### src/rtl/rfsh_pkg.sv
package rfsh_pkg;
  typedef enum logic [1:0] {
    OP_NONE = 2'b00,
    OP_ACT  = 2'b01,
    OP_PRE  = 2'b10
  } rfsh_op_e;

  typedef enum logic [1:0] {
    ST_IDLE = 2'b00,
    ST_ACT  = 2'b01,
    ST_HOLD = 2'b10,
    ST_PRE  = 2'b11
  } rfsh_state_e;
endpackage

### src/rtl/rfsh_timer.sv
module rfsh_timer #(
  parameter int WINDOW_CYC = 8000000,
  parameter int INTERVAL   = 488
) (
  input  logic clk,
  input  logic rst,
  input  logic burst_mode,
  output logic tick_spread,
  output logic tick_burst
);
  localparam int CW = $clog2(WINDOW_CYC + 1);
  localparam int IW = $clog2(INTERVAL + 1);

  logic [CW-1:0] win_cnt;
  logic [IW-1:0] ivl_cnt;
  logic          win_end;
  logic          ivl_end;

  assign win_end = (win_cnt == CW'(WINDOW_CYC - 1));
  assign ivl_end = (ivl_cnt == IW'(INTERVAL - 1));

  always_ff @(posedge clk) begin
    if (rst) begin
      win_cnt <= '0;
      ivl_cnt <= '0;
    end else begin
      win_cnt <= win_end ? '0 : win_cnt + 1'b1;
      ivl_cnt <= ivl_end ? '0 : ivl_cnt + 1'b1;
    end
  end

  assign tick_spread = !burst_mode && ivl_end;
  assign tick_burst  = burst_mode && (win_cnt == '0);

  AST_WIN_BOUND: assert property (@(posedge clk) disable iff (rst)
    win_cnt < CW'(WINDOW_CYC));
endmodule

### src/rtl/rfsh_debt.sv
module rfsh_debt #(
  parameter int ROWS = 16384
) (
  input  logic clk,
  input  logic rst,
  input  logic tick_spread,
  input  logic tick_burst,
  input  logic take,
  output logic debt_nz
);
  localparam int DW = $clog2(ROWS + 1);
  localparam logic [DW:0] CAP = (DW+1)'(ROWS);

  logic [DW-1:0] debt;
  logic [DW:0]   after_take;
  logic [DW:0]   summed;
  logic [DW-1:0] debt_nxt;

  always_comb begin
    after_take = {1'b0, debt} - {{DW{1'b0}}, take};
    if (tick_burst)
      summed = after_take + CAP;
    else
      summed = after_take + {{DW{1'b0}}, tick_spread};
    debt_nxt = (summed > CAP) ? CAP[DW-1:0] : summed[DW-1:0];
  end

  always_ff @(posedge clk) begin
    if (rst) debt <= '0;
    else     debt <= debt_nxt;
  end

  assign debt_nz = (debt != '0);

  AST_BURST_FILL: assert property (@(posedge clk) disable iff (rst)
    tick_burst |=> debt == CAP[DW-1:0]);
  AST_DEBT_CAP: assert property (@(posedge clk) disable iff (rst)
    (debt == CAP[DW-1:0]) && tick_spread && !take |=> debt == CAP[DW-1:0]);
endmodule

### src/rtl/rfsh_seq.sv
module rfsh_seq
  import rfsh_pkg::*;
#(
  parameter int ROWS     = 16384,
  parameter int TRAS_CYC = 5
) (
  input  logic                    clk,
  input  logic                    rst,
  input  logic                    debt_nz,
  input  logic                    gnt,
  output logic                    take,
  output logic                    req,
  output logic [1:0]              op,
  output logic [$clog2(ROWS)-1:0] row,
  output logic                    busy
);
  localparam int RW = $clog2(ROWS);
  localparam int HW = $clog2(TRAS_CYC + 1);

  rfsh_state_e   state, nxt;
  logic [HW-1:0] hold_cnt;
  logic          pre_done;

  assign pre_done = (state == ST_PRE) && gnt;
  assign take     = (state == ST_ACT) && gnt;

  always_comb begin
    nxt = state;
    unique case (state)
      ST_IDLE: if (debt_nz) nxt = ST_ACT;
      ST_ACT:  if (gnt) nxt = ST_HOLD;
      ST_HOLD: if (hold_cnt == HW'(TRAS_CYC - 1)) nxt = ST_PRE;
      ST_PRE:  if (gnt) nxt = debt_nz ? ST_ACT : ST_IDLE;
      default: nxt = ST_IDLE;
    endcase
  end

  always_ff @(posedge clk) begin
    if (rst) begin
      state    <= ST_IDLE;
      hold_cnt <= '0;
      row      <= '0;
      req      <= 1'b0;
      op       <= OP_NONE;
      busy     <= 1'b0;
    end else begin
      state    <= nxt;
      hold_cnt <= (state == ST_HOLD) ? hold_cnt + 1'b1 : '0;
      if (pre_done) row <= row + 1'b1;
      req  <= (nxt == ST_ACT) || (nxt == ST_PRE);
      busy <= (nxt != ST_IDLE);
      case (nxt)
        ST_ACT:  op <= OP_ACT;
        ST_PRE:  op <= OP_PRE;
        default: op <= OP_NONE;
      endcase
    end
  end

  AST_ROW_STEP: assert property (@(posedge clk) disable iff (rst)
    pre_done |=> row == $past(row) + RW'(1));
  AST_ROW_STILL: assert property (@(posedge clk) disable iff (rst)
    !pre_done |=> $stable(row));
endmodule

### src/rtl/dram_refresh_sched.sv
module dram_refresh_sched
  import rfsh_pkg::*;
#(
  parameter int WINDOW_CYC = 8000000,
  parameter int ROWS       = 16384,
  parameter int TRAS_CYC   = 5
) (
  input  logic                    clk,
  input  logic                    rst,
  input  logic                    burst_mode,
  output logic                    ref_req,
  output logic [1:0]              ref_op,
  output logic [$clog2(ROWS)-1:0] ref_row,
  input  logic                    ref_gnt,
  output logic                    bank_busy
);
  localparam int INTERVAL = WINDOW_CYC / ROWS;

  logic tick_spread, tick_burst, take, debt_nz;

  rfsh_timer #(.WINDOW_CYC(WINDOW_CYC), .INTERVAL(INTERVAL)) u_timer (
    .clk(clk), .rst(rst), .burst_mode(burst_mode),
    .tick_spread(tick_spread), .tick_burst(tick_burst)
  );

  rfsh_debt #(.ROWS(ROWS)) u_debt (
    .clk(clk), .rst(rst), .tick_spread(tick_spread), .tick_burst(tick_burst),
    .take(take), .debt_nz(debt_nz)
  );

  rfsh_seq #(.ROWS(ROWS), .TRAS_CYC(TRAS_CYC)) u_seq (
    .clk(clk), .rst(rst), .debt_nz(debt_nz), .gnt(ref_gnt), .take(take),
    .req(ref_req), .op(ref_op), .row(ref_row), .busy(bank_busy)
  );

  AST_REQ_HOLD: assert property (@(posedge clk) disable iff (rst)
    ref_req && !ref_gnt |=> ref_req && $stable(ref_op) && $stable(ref_row));
  AST_OP_LEGAL: assert property (@(posedge clk) disable iff (rst)
    ref_req ? $onehot(ref_op) : (ref_op == 2'b00));
  AST_BUSY_COVERS: assert property (@(posedge clk) disable iff (rst)
    ref_req |-> bank_busy);
  AST_PRE_FOLLOWS: assert property (@(posedge clk) disable iff (rst)
    ref_req && ref_op == 2'b01 && ref_gnt |=> !ref_req);
endmodule

### config.mk
export PLATFORM = sky130hd
export DESIGN_NAME = dram_refresh_sched
export DESIGN_NICKNAME = d
export VERILOG_FILES = /design/src/rtl/rfsh_pkg.sv /design/src/rtl/rfsh_timer.sv /design/src/rtl/rfsh_debt.sv /design/src/rtl/rfsh_seq.sv /design/src/rtl/dram_refresh_sched.sv
export SDC_FILE = /design/constraint.sdc
export NUM_CORES = 1
export LEC_CHECK = 0
export BUFFER_PORTS_ARGS = -buffer_cell sky130_fd_sc_hd__buf_2
export CORE_UTILIZATION = 45
export CTS_BUF_LIST = sky130_fd_sc_hd__clkbuf_4
export DETAILED_ROUTE_END_ITERATION = 8
export GPL_TIMING_DRIVEN = 0
export PLACE_DENSITY = 0.69
export REMOVE_ABC_BUFFERS = 1
export SLEW_MARGIN = 5
export SYNTH_ARGS = -nofsm -noshare
export SYNTH_HDL_FRONTEND = slang
export SYNTH_SLANG_ARGS = --single-unit
### constraint.sdc
create_clock -name clk -period 3.8 [get_ports clk]
set_input_delay 0.19 -clock clk [delete_from_list [all_inputs] [get_ports clk]]
set_output_delay 0.19 -clock clk [all_outputs]
set_load 0.01 [all_outputs]
### After elaboration in Yosys (flattened, before gate mapping)

Index checks and enable logic that the tools add are counted.

| storage, ports and cells | value |
|---|---|
| memories kept | 0 |
| latch bits | 0 |
| register bits | 70 |
| logic and storage cells | 50 |
| memory bits (read-only) | 0 |
| input bits | 4 |
| RAM bits | 0 |
| output and inout bits | 18 |

| operators by class | value |
|---|---|
| reductions and logical operators | 14 |
| multiply operators | 0 |
| add/subtract/negate cells | 7 |
| $lt $le $gt $ge | 1 |
| muxes and demuxes | 9 |
| bitwise operators | 1 |
| eq/ne operators | 8 |
| shift-type cells | 0 |
| divide/modulo/power cells | 0 |

Operator list:

| operator | number |
|---|---|
| $add A23 B1 Y23 const B | 1 |
| $eq A23 B23 Y1 const B | 1 |
| $logic_not A23 Y1 | 1 |
| $add A16 B1 Y16 | 1 |
| $add A16 B15 Y16 const B | 1 |
| $gt A16 B15 Y1 const B | 1 |
| $mux W16 | 1 |
| $sub A15 B1 Y16 | 1 |
| $mux W15 | 1 |
| $reduce_bool A15 Y1 | 1 |
| $add A14 B1 Y14 const B | 1 |
| $add A9 B1 Y9 const B | 1 |
| $eq A9 B9 Y1 const B | 1 |
| $mux W2 | 4 |
| $pmux W2 S4 | 1 |
| $reduce_or A2 Y1 | 4 |
| $eq A2 B2 Y1 const B | 3 |
| $eq A2 B1 Y1 const B | 2 |
| $logic_and A1 B1 Y1 | 4 |
| $pmux W2 S2 | 1 |
| $add A3 B1 Y3 const B | 1 |
| $eq A3 B3 Y1 const B | 1 |
| $logic_not A2 Y1 | 1 |
| $reduce_bool A2 Y1 | 1 |
| other kinds (4) | 4 |

### Logic depth before layout (Yosys ltp)

Gate-level depths: netlist of run 1.

| depth | value |
|---|---|
| depth in word-level cells | 7 |
| depth in mapped cells | 14 |

### Modules after synthesis

Synthesis of run 1 repeated with hierarchy kept, for this count alone.

| unflattened totals | value |
|---|---|
| cell total of the unflattened synthesis | 473 |
| area total of the unflattened synthesis | 3,936.3 µm² |

By module, submodules not included:

| module | cells each | area each (µm²) | times used | sequential area each (µm²) |
|---|---|---|---|---|
| rfsh_timer | 176 | 1,471.4 | 1 | 640.6 |
| rfsh_debt | 186 | 1,431.4 | 1 | 300.3 |
| rfsh_seq | 111 | 1,033.5 | 1 | 440.4 |

### Worst setup path after synthesis of run 1

OpenSTA, ideal clock, no wires.

| timing | value |
|---|---|
| path type | register to register |
| start | register u_seq.state[0] |
| end | register u_debt.debt[1] |
| data arrival time | 3.243 ns |
| required time | 3.697 ns |
| cell stages (with the launch flop) | 14 |
| setup slack | 0.453 ns |
| cell sequence | dfxtp_1 > nand2_1 > nor2_1 > ha_1 > ha_1 > buf_4 > or3b_1 > o31ai_2 > a22o_2 > nor4_1 > or4b_2 > nand2_1 > a31oi_4 > a2111oi_2 |

| between the ends | value |
|---|---|
| cells in the longest elaborated chain, start to end | 7 |
| elaborated cells on any way between the ends | 8 |
| those cells by class | add/sub: 3; order compare: 1; eq/ne: 1; mux: 1; reduce/logical: 2 |

Ends and longest elaborated chain:

| item | RTL line | RTL |
|---|---|---|
| from (decl) | rfsh_seq.sv:20 | `rfsh_state_e state, nxt;` |
| from (signal assigned) | rfsh_seq.sv:47 | `state <= nxt;` |
| $eq A2 B1 Y1 * | rfsh_seq.sv:25 | `assign take = (state == ST_ACT) && gnt;` |
| $logic_and A1 B1 Y1 * | rfsh_seq.sv:25 |  |
| $sub A15 B1 Y16 * | rfsh_debt.sv:20 | `after_take = {1'b0, debt} - {{DW{1'b0}}, take};` |
| $add A16 B1 Y16 / $add A16 B15 Y16 (equally long branches) | rfsh_debt.sv:24, rfsh_debt.sv:22 |  |
| $mux W16 * | rfsh_debt.sv:21 | `if (tick_burst)` |
| $gt A16 B15 Y1 | rfsh_debt.sv:25 | `debt_nxt = (summed > CAP) ? CAP[DW-1:0] : summed[DW-1:0];` |
| $reduce_or A2 Y1 (no line) | n/a |  |
| to (signal assigned) | rfsh_debt.sv:30 | `else debt <= debt_nxt;` |
| to (decl) | rfsh_debt.sv:14 | `logic [DW-1:0] debt;` |

Every way passes the cells marked *; elsewhere a longest branch is shown, timed or not.
A chain may end at the register's enable or synchronous reset.

### Worst setup path in the final report of run 1

| timing | value |
|---|---|
| start | register u_debt.debt[4] |
| end | register u_debt.debt[9] |

| between the ends | value |
|---|---|
| cells in the longest elaborated chain, start to end | 5 |
| elaborated cells on any way between the ends | 6 |
| those cells by class | add/sub: 3; order compare: 1; mux: 1; reduce/logical: 1 |

Ends and longest elaborated chain:

| item | RTL line |
|---|---|
| $sub A15 B1 Y16 * | rfsh_debt.sv:20 |
| $add A16 B1 Y16 / $add A16 B15 Y16 (equally long branches) | rfsh_debt.sv:24, rfsh_debt.sv:22 |
| $mux W16 * | rfsh_debt.sv:21 |
| $gt A16 B15 Y1 | rfsh_debt.sv:25 |
| $reduce_or A2 Y1 (no line) | n/a |

Marks and branches as above.

==> flow_summary.ini, run 1 <==
[final_layout]
fillers = 760
final_cells = 582
multi_input_area_um2 = 2430
nets = 486
area_growth_syn_to_layout_pct = 15.8
drive_above_1_share_pct = 19.3
stdcell_area_um2 = 4390
antenna_cells = 0
seq_area_um2 = 1410

[synthesis]
synthMostInstantiatedCell = nor2_1
yosys_warnings = 0
yosysTopAreaCell = dfxtp_1
synth_common_cells = nor2_1 (71), dfxtp_1 (70), xor2_1 (34)
syn_area_um2 = 3790
synth_top_cell_area_share_pct = 37.0
synth_flop_cell = dfxtp_1
async_reset_ff_share_pct = 0
synthCells = 448
seq_area_frac_synth_pct = 37.0
yosys-top-cells-area = dfxtp_1 (37%), xor2_1 (7.9%), xnor2_1 (7.6%)
syn_area_per_cell_um2 = 8.46
yosys_register_bits = 70
ys_types = 61
synth_edf_count = 0

[drt]
avgViaCountPerCell = 5.46
wl_um = 8130
drc = 0
postRouteAntennaNets = 0
firstDrtPassIters = 4
vias = 3175
drt_iter0_markers = 138
routedWlPerCell_um = 14.0

[worst_setup_path]
worst_r2r_endpoint = u_debt.debt[9]$_SDFF_PP0_
ff2ff_path_depth = 10
cp.arrival_ns = 4.03
r2r_start = u_debt.debt[4]$_SDFF_PP0_
worst-setup-path-type = register to register
reg2reg_setup_slack_ns = 0.11
worst-path-max-fanout = 11
worst_setup_path_end_kind = register
crit_required_ns = 4.13
crit_path_start_kind = register

[grt]
grt_first_pass_wirelength_um = 12600
track_usage_pct = 18.1
grt_util_met2_pct = 31.4
grt_start_max_net_pins = 29
globalRouteOverflowTotal = 0
grt.met1_usage_pct = 21.2
antenna_found_initial = 0
grt_pass1_vias = 2882
met3_usage_pct = 5.66
busiest_layer = met2

[power]
leakagePower_nw = 1.64
switching_share_pct = 39.2
clockPowerShare_pct = 22.9
p_total_mw = 2.49
pwr-share-seq_pct = 36.4
irDropWorstVdd_mv = 0.275
comb_power_share_pct = 40.7
switchingPower_mw = 0.975
intPower_mw = 1.51
power_density_nw_per_um2 = 567

[sta]
tightestPinTransition_ns = 0.703
relSlewSlack_pct = 52.7
fmax_mhz = 271
period_share_pct = 97.2
setup_viol = 0
finalCriticalPeriod_ns = 3.69
fin_skew_ns = 0.0117
hold_viol = 0
fin_ws_ns = 0.108
drv_slew = 0
setup_tns_ns = 0

[clocking]
insertion_delay_ns = 0.42
cts-buffers-inserted = 9
cts_tree = yes
cts_root_buf = clkbuf_4
cts_buffer_depth = 2
cts_max_level = 3
numClockSinks = 70
clk_pin_slew_ns = 0.13

[job]
cap_violations = 0

[floorplan]
io_pins = 22
die_h_um = 93.8
coreArea_um2 = 8180
die_width_um = 93.8
std_cell_rows = 33
die-area_um2 = 8790
start_util_pct = 46.3

[hold_path]
holdPathEnd = u_seq.op[1]$_SDFF_PP0_
hold_path.class = primary input to register
worstHoldStart = ref_gnt
min_delay_path_depth = 4

[placement]
place_ws_ns = -0.735
dp_hpwl_um = 5400
dpl-instance-area_um2 = 3950
gp_congestion = 0.906
port_buffers = 21
dp.cells = 556

[run_status]
status = completed
cells by family after synthesis:
group	after synthesis	share of synthesized area, %
AND/OR/NAND/NOR	219	29.9
flip-flops	70	37.0
XOR/XNOR	67	15.5
AO/OA/AOI/OAI	47	10.1
buffers and inverters	32	3.47
adder cells (fa/ha/maj)	10	3.30
multiplexers	3	0.793
sequential cells by signal (all words and copies together) (netlist names):
name and cells:
u_seq.busy 1, u_timer.ivl_cnt 9, u_seq.state 2, u_debt.debt 15, u_seq.req 1, u_timer.win_cnt 23
u_seq.hold_cnt 3, u_seq.row 14, u_seq.op 2
worst max path at each step:
stage / cells after the start / slack (ns) / from / to
finish: 10 / 0.11 / u_debt.debt[4]$_SDFF_PP0_ / u_debt.debt[9]$_SDFF_PP0_
global route: 13 / -0.06 / u_seq.state[0]$_SDFF_PP0_ / u_debt.debt[5]$_SDFF_PP0_
CTS: 12 / 0.02 / u_seq.state[0]$_SDFF_PP0_ / u_debt.debt[5]$_SDFF_PP0_
detailed placement: 12 / -0.74 / u_seq.state[0]$_SDFF_PP0_ / u_debt.debt[3]$_SDFF_PP0_
global placement: 12 / -0.68 / u_seq.state[0]$_SDFF_PP0_ / u_debt.debt[7]$_SDFF_PP0_
floorplan: 12 / 0.19 / u_seq.state[0]$_SDFF_PP0_ / u_debt.debt[7]$_SDFF_PP0_
critical path: stages (launching register included):
cell	delay [ns]
dfxtp_1	0.47
nor3_2	0.65
nand2_1	0.26
xor2_1	0.60
nor4_2	0.18
or4b_2	0.69
nand2_1	0.13
a31oi_4	0.12
buf_12	0.17
buf_4	0.13
nor4_1	0.21
metal layers:
layer	wire [um]	up-vias
li1	-	1619
met1	3630	1486
met2	4060	53
met3	313	17
met4	127	0
met5	0	-
stage by stage:
step | utilization (%) | hold WS (ns)
after global placement | 48.3 | 0.436
final | 53.6 | 0.191
after floorplan | - | 0.262
after global routing | 53.6 | 0.191
after CTS | 51.6 | 0.174
after detailed placement | 48.3 | 0.440
layout make-up:
class                   count  area share (%)
repair buffers             31            4.34
multi-input cells         346            55.5
clock buffers               9            1.54
clock inverters             7            2.40
inverters                  14            1.20
flip-flops and latches     70            32.0
well taps                 105            3.00
layout by cell type, fill, tap and decap left out, drive strengths merged, types with 5 or more instances in the layout:
cell,instances
nor3,20
and3,10
or3,5
xor2,34
inv,17
dfxtp,70
nor4,20
buf,31
o21ai,6
nor3b,5
xnor2,33
nand2,33
ha,10
nand4,10
nor2,71
clkbuf,9
nand3,24
a21oi,10
timing repair:
item                                    4_1_cts  5_1_grt
gates resized for setup                      12       24
setup buffers                                 3        7
hold buffers                                  0        0
pin swaps                                     2        6
endpoints found under the setup margin       15       11
power by group through the flow:
stage / registers, mW / logic, mW / clock network, mW
after floorplan: 0.899 / 0.637 / 0
after global placement: 0.906 / 0.790 / 0
after detailed placement: 0.910 / 0.803 / 0
after CTS: 0.897 / 0.855 / 0.587
after global routing: 0.915 / 1.10 / 0.618
final: 0.905 / 1.01 / 0.571
(Power assumes the default switching activity.)
==> inputs of run 2 (changes only) <==
--- a/config.mk
+++ b/config.mk
@@ -6,11 +6,11 @@
 export NUM_CORES = 1
 export LEC_CHECK = 0
 export BUFFER_PORTS_ARGS = -buffer_cell sky130_fd_sc_hd__buf_2
-export CORE_UTILIZATION = 45
+export CORE_UTILIZATION = 40
 export CTS_BUF_LIST = sky130_fd_sc_hd__clkbuf_4
 export DETAILED_ROUTE_END_ITERATION = 8
 export GPL_TIMING_DRIVEN = 0
-export PLACE_DENSITY = 0.69
+export PLACE_DENSITY = 0.63
 export REMOVE_ABC_BUFFERS = 1
 export SLEW_MARGIN = 5
 export SYNTH_ARGS = -nofsm -noshare
==> flow_summary.ini, run 2 (synthesis gave the netlist of run 1 again) <==
[clocking]
cts_root_buf = clkbuf_4
cts-buffers-inserted = 9
cts_max_level = 3
holdBufCountCts = 0
insertion_delay_ns = 0.41
cts_buffer_depth = 2
clk_pin_slew_ns = 0.14
cts_tree = yes
numClockSinks = 70

[final_layout]
final_common_cell = nor2_1
nets = 484
top_register = u_timer.win_cnt
top_regs = u_timer.win_cnt (23), u_debt.debt (15), u_seq.row (14)
stdcell_area_um2 = 4370
mostFrequentLayoutCells = nor2_1 (70), dfxtp_1 (67), nand2_1 (33), xnor2_1 (33), xor2_1 (32)
antenna_cells = 0
fin_util_pct = 47.5
fillers = 906
largest_reg_flops = 23
area_growth_syn_to_layout_pct = 15.4
final_cells = 586
drive_above_1_share_pct = 18.5

[run_status]
status = completed

[grt]
track_usage_pct = 16.4
grt_start_max_net_pins = 29
antenna_found_initial = 0
globalRouteOverflowTotal = 0
grt_first_pass_wirelength_um = 13200
grt_pass1_vias = 2888

[placement]
dp.cells = 562
gp_congestion = 0.859
dpl-instance-area_um2 = 3950
place_ws_ns = -0.791
port_buffers = 21
dp_hpwl_um = 5560

[drt]
vias = 3163
drc = 0
avgViaCountPerCell = 5.40
wl_um = 7880
postRouteAntennaNets = 0
routedWlPerCell_um = 13.5
drt_iter0_markers = 104
firstDrtPassIters = 4

[worst_setup_path]
worst_setup_path_end_kind = register
cpPeakStageDelay_ns = 0.68
path_buf_inv = 1
reg2reg_setup_slack_ns = 0.19
worst-setup-path-type = register to register
crit_required_ns = 4.13
worst-path-max-fanout = 8
cp_cell_sequence = nand2_1 > nor2_1 > ha_2 > ha_4 > or3b_4 > o311ai_2 > a21boi_4 > nor4_2 > or4b_2 > nand2_1 > a31oi_4 > clkbuf_4 > nor4_1
crit_path_start_kind = register
path_common_cell = nand2_1
cp_top_family = simple AND/OR/NAND/NOR gates
cp.arrival_ns = 3.94
cpMaxStageDelayCell = or4b_2

[floorplan]
start_util_pct = 41.2
die_width_um = 99.3
die-area_um2 = 9860
coreArea_um2 = 9200
std_cell_rows = 35
io_pins = 22
die_h_um = 99.3

[power]
irDropWorstVdd_mv = 0.224
power_density_nw_per_um2 = 554
leakagePower_nw = 1.64

[sta]
fin_skew_ns = 0.0180
drv_slew = 0
setup_viol = 0
hold_viol = 0
tightestPinTransition_ns = 0.677
relSlewSlack_pct = 54.6
setup_tns_ns = 0
fin_ws_ns = 0.192
finalCriticalPeriod_ns = 3.61
fmax_mhz = 277
period_share_pct = 94.9

[job]
cap_violations = 0

[hold_path]
hold_path.class = primary input to register
[run 2: per-stage QoR]
step	total power [mW]	hold slack, ns
6_report	2.42	0.190
5_1_grt	2.57	0.222
4_1_cts	2.34	0.172
3_5_place_dp	1.72	0.439
3_3_place_gp	1.70	0.432
2_1_floorplan	1.54	0.262
[run 2: repair_timing]
item,in CTS,in global routing
resized for setup,12,22
cloned,0,0
setup endpoints to repair,15,11
setup buffers,1,7
pin swaps,0,5
[run 2: worst min-delay path, cell delays in order]
cell and delay (ns):
buf_2 0.11, nand2_1 0.09, xor2_1 0.10, nor2_1 0.08
[run 2: final cells by class]
class | count | area (um2) | share of cell area (%)
Inverter | 14 | 52.6 | 1.20
Sequential cell | 70 | 1410 | 32.2
Clock buffer | 9 | 67.6 | 1.55
Timing Repair Buffer | 29 | 178 | 4.07
Clock inverter | 7 | 105 | 2.40
Multi-Input combinational cell | 346 | 2420 | 55.5
Tap cell | 111 | 139 | 3.18
[run 2: worst paths after layout]
kind	start	to	depth (start not counted)
min	ref_gnt	u_seq.state[1]$_SDFF_PP0_	4
max	u_seq.state[0]$_SDFF_PP0_	u_debt.debt[7]$_SDFF_PP0_	13
min reg2reg	u_timer.ivl_cnt[0]$_SDFF_PP0_	u_timer.ivl_cnt[0]$_SDFF_PP0_	1
max reg2reg	u_seq.state[0]$_SDFF_PP0_	u_debt.debt[7]$_SDFF_PP0_	13
[run 2: power by group]
group / leakage, nW / internal [mW] / switching (mW)
Combinational: 0.979 / 0.393 / 0.551
Sequential: 0.568 / 0.803 / 0.102
Clock: 0.0891 / 0.277 / 0.296
[run 2: routing by layer]
layer  wire length, um  global-route usage, %  up-vias
met2              3900                   28.1       40
met3               253                   4.29        2
li1                  -                      -     1616
met1              3710                   20.7     1505
met4                26                   3.96        0
met5                 0                      0        -
